--- src/rtl/ecc_inject.sv ---
module ecc_inject #(
  parameter int DATA_W = 64,
  parameter int CODE_W = 8
) (
  input  logic              clk,
  input  logic              rst_n,
  input  logic              cfg_we,
  input  logic [CODE_W-1:0] cfg_mask,
  input  logic              cfg_chk_en,
  input  logic              wr_valid,
  input  logic [DATA_W-1:0] wr_data,
  output logic              st_valid,
  output logic [DATA_W-1:0] st_data,
  output logic [CODE_W-1:0] st_code,
  input  logic              rd_valid,
  input  logic [DATA_W-1:0] rd_data,
  input  logic [CODE_W-1:0] rd_code,
  output logic [DATA_W-1:0] rd_dout,
  output logic              rd_corr,
  output logic              rd_uncorr
);
  localparam int HB = CODE_W - 1;
  localparam int CW = DATA_W + HB;

  function automatic logic [CODE_W-1:0] gen_code(input logic [DATA_W-1:0] d);
    logic [CODE_W-1:0] c;
    int di;
    c  = '0;
    di = 0;
    for (int pos = 1; pos <= CW; pos++) begin
      if ((pos & (pos - 1)) != 0) begin
        for (int b = 0; b < HB; b++)
          if (((pos >> b) & 1) == 1) c[b] = c[b] ^ d[di];
        di++;
      end
    end
    c[CODE_W-1] = ^{d, c[HB-1:0]};
    return c;
  endfunction

  function automatic logic [DATA_W-1:0] flip_at(input logic [DATA_W-1:0] d,
                                                input logic [HB-1:0] s);
    logic [DATA_W-1:0] r;
    int di;
    r  = d;
    di = 0;
    for (int pos = 1; pos <= CW; pos++) begin
      if ((pos & (pos - 1)) != 0) begin
        if (s == HB'(pos)) r[di] = ~r[di];
        di++;
      end
    end
    return r;
  endfunction

  logic [CODE_W-1:0] mask_q;
  logic              chk_en_q;

  always_ff @(posedge clk) begin
    if (!rst_n) begin
      mask_q   <= '0;
      chk_en_q <= 1'b0;
    end else if (cfg_we) begin
      mask_q   <= cfg_mask;
      chk_en_q <= cfg_chk_en;
    end
  end

  always_ff @(posedge clk) begin
    if (!rst_n) begin
      st_valid <= 1'b0;
      st_data  <= '0;
      st_code  <= '0;
    end else begin
      st_valid <= wr_valid;
      if (wr_valid) begin
        st_data <= wr_data;
        st_code <= gen_code(wr_data) ^ mask_q;
      end
    end
  end

  logic [CODE_W-1:0] rd_calc;
  logic [HB-1:0]     syn;
  logic              odd_par, syn_ok, chk_act;

  assign rd_calc = gen_code(rd_data);
  assign syn     = rd_calc[HB-1:0] ^ rd_code[HB-1:0];
  assign odd_par = ^{rd_data, rd_code};
  assign syn_ok  = int'(syn) <= CW;
  assign chk_act = chk_en_q & rd_valid;

  assign rd_corr   = chk_act & odd_par & syn_ok;
  assign rd_uncorr = chk_act & ((~odd_par & (|syn)) | (odd_par & ~syn_ok));
  assign rd_dout   = rd_corr ? flip_at(rd_data, syn) : rd_data;
endmodule

--- config.mk ---
export PLATFORM = sky130hd
export DESIGN_NAME = ecc_inject
export DESIGN_NICKNAME = d
export VERILOG_FILES = /design/src/rtl/ecc_inject.sv
export SDC_FILE = /design/constraint.sdc
export NUM_CORES = 1
export LEC_CHECK = 0
export ABC_AREA = 1
export BUFFER_PORTS_ARGS = -buffer_cell sky130_fd_sc_hd__buf_2
export CORE_ASPECT_RATIO = 1.2
export CORE_MARGIN = 3
export CORE_UTILIZATION = 45
export DETAILED_ROUTE_END_ITERATION = 10
export HOLD_SLACK_MARGIN = 0.1
export PLACE_DENSITY = 0.75
export SYNTH_ARGS = -nofsm -noshare
export SYNTH_HDL_FRONTEND = slang
export SYNTH_SLANG_ARGS = --single-unit
--- constraint.sdc ---
create_clock -name clk -period 2.36 [get_ports clk]
set_input_delay 0.236 -clock clk [delete_from_list [all_inputs] [get_ports clk]]
set_output_delay 0.236 -clock clk [all_outputs]
set_load 0.005 [all_outputs]
==> metrics <==
GR Util All Layers=0.310; DR vias=about 11000; crit-path cells=buf_2 > xor2_4 > nand2_2 > nand2_4 > buf_4 > xor2_2 > nand2_1 > nand2_1 > nand2_2 > nand2_2 > nand2_2 > nand2_2 > nand2_2 > nand3_4 > buf_6 > nor2_4 > buf_8 > nand4_1 > xor2_1 > buf_2; Final Max Tran Viols=0; unique cell type count in the Yosys netlist=27; standard-cell rows=55; cells after synthesis=approximately 1500; outcome=finished, violations left; Hold Buf Count CTS=0; slew margin rel.=0.547; Sinks on Clock Net=slightly above 80; Initial Utilization=0.466; area of the die=between 20000 and 25000 um^2; Pre-antenna DRT Iters=5; Final HPWL DP=approximately 28000 um; warnings from Yosys=0; worst setup margin=-660 ps; CP Capture Type=primary output; leak pwr=about 0.0073 uW; CTS H-Tree Depth=3; Clock Tree Root=clkbuf_16; violated checks=negative setup slack; critical path launch point type=input pin; num ports=about 290; Clock Pin Slew Worst Setup and Hold Paths=60 ps; nets=approximately 2100; critical-path maximum fanout=18; Tot Pwr=roughly 10000 uW; Peak VDD IR=around 0.48 mV; commonest non-fill, non-tap cells in the layout=nand2_1 (471), buf_2 (274), inv_1 (164); Antenna Nets Post-Route=0; DR WL/cell=~16 um; max cap viols=0; Crit path largest cell delay=~220 ps; Hold Path Class=input pin to flop; Worst path most repeated cell=nand2_2; register area share after synthesis=0.184; 1st-iter DRT viols=643; CTS Buf Count=9; syn_area_per_cell=approximately 6 um^2; synthesis-to-finish area growth=51.9%; initial antenna violation count=5; Port Buffer Count=288; vias per std cell=between 5 and 6; Finished Core Util=0.708; Syn Nets=approximately 1600; layout cells sized above 1=0.331; gpl congestion=roughly 1; final hold violation count=0; CP delay by family, top=simple AND/OR/NAND/NOR gates; Die Wd=roughly 130 um; final wirelength=approximately 35000 um; Worst Path Buf+Inv=5; CP arrival=roughly 2800 ps; GR Overflow Total=0; Final period util=1.28; worst slew pin tran=between 600 and 700 ps; Max Clock Freq=~330 MHz; Residual DRC=0; Synth Register Bits=between 80 and 90; CTS Buffer Depth=2; Worst EP required=2120 ps; PD cells=756 nW/um^2; post-layout min period=between 3000 and 4000 ps; FILL cells=approximately 1600; fin cells=about 2200; Finish-stage setup viols=66; Crit-path slowest cell=xor2_1; Post-Syn Area=roughly 9000 um^2; CTS tree=done; commonest non-fill, non-tap cell in the layout=nand2_1; Final Skew=approximately 3.1 ps; RSZ-0062 raised after global routing=yes; core area=approximately 19000 um^2; Hold WS=124 ps; Placed Instances=between 2000 and 2500; vias in the first global route=between 10000 and 15000; Die H=between 150 and 200 um; path type of the worst setup path=input pin to primary output; first-pass GRT wire length=approximately 53000 um; largest net degree at the start of global routing=94; later-pin clock latency in the skew report=340 ps
-- sequential cells by signal, summed over array words and instances (netlist names) --
signal and count:
st_code 8, mask_q 8, st_valid 1, st_data 64, chk_en_q 1
-- metrics by stage --
step	worst slack (ps)	setup TNS (ps)	instance area, um^2
global placement	-687	-41300	11900
detailed placement	-729	-43260	11900
CTS	-509	-28240	13000
finish	-660	-36250	13500
global route	-817	-47120	13500
floorplan	-55.1	-981	9020
-- cells by family (layout without fill, tap and decap cells) --
family	after synthesis	in the layout	share of synthesized area
AOI/OAI and AO/OA	136	136	0.0783
DFF	82	82	0.184
buffers and inverters	222	663	0.0965
other	0	2	0
xor gates and xnor gates	278	278	0.277
and+or+nand+nor	765	766	0.364
-- Yosys cell counts, drive strengths merged --
cell	n	area [um^2]
xor2	142	1250
xnor2	136	1210
nand3b	39	293
or2	8	50.1
clkinv	1	3.75
a21oi	51	255
dfxtp	82	1640
nor2	105	429
nor3	2	10.0
clkbuf	32	120
a41oi	1	8.76
inv	173	649
o221ai	3	26.3
nand2	510	1920
nand4	32	200
a21o	1	7.51
buf	16	86.3
o21ai	80	400
nand3	69	345
-- per-layer routing --
metal  vias up  track usage  wire length [um]
met5         -            0                27
met4         6        0.179              2540
met3       156       0.0589              2460
met2       523        0.564             17500
met1      5029        0.329             12800
li1       5455            -                 -
-- report_power, final --
part | leakage [uW] | internal [uW] | total, uW | switching, uW
clock network | 0.000163 | 1030 | 1610 | 579
logic | 0.00642 | 2900 | 7060 | 4160
registers | 0.000682 | 1500 | 1560 | 56.0
total | 0.00727 | 5430 | 10200 | 4790
-- worst reg2reg max path, cell delays in order (launching register included) --
cell and delay [ps]:
dfxtp_1 320, xnor2_1 180, xor2_1 210, xor2_1 230, nand2_1 90, nand2_1 90, inv_1 40, nand2_1 60
nand3_1 80, nand2_1 80, inv_1 30
-- cell type report --
cell class / count / area, um^2 / share of cell area
multi-input combinational: 1180 / 7440 / 0.549
timing repair buffer: 474 / 3130 / 0.232
sequential: 82 / 1640 / 0.121
inverter: 174 / 668 / 0.0494
tap: 256 / 320 / 0.0237
clock buffer: 10 / 229 / 0.0169
clock inverter: 5 / 104 / 0.00767
antenna: 2 / 5.00 / 0.000370
-- what timing repair did --
| item | 4_1_cts | 5_1_grt |
|---|---|---|
| pin swaps | 54 | 57 |
| setup endpoints to repair | 66 | 66 |
| gates cloned | 2 | 0 |
| setup buffers | 11 | 9 |
| resized for setup | 118 | 96 |
-- worst paths after layout --
path | slack [ps] | depth (start not counted) | from | end
worst min-delay path | 120 | 3 | cfg_mask[5] | mask_q[5]
worst max-delay path | -660 | 20 | rd_data[23] | rd_dout[56]
worst min register to register | 480 | 2 | mask_q[0] | mask_q[0]
worst max register to register | 840 | 10 | mask_q[7] | st_code[7]
Power figures use the tool's default switching activity.
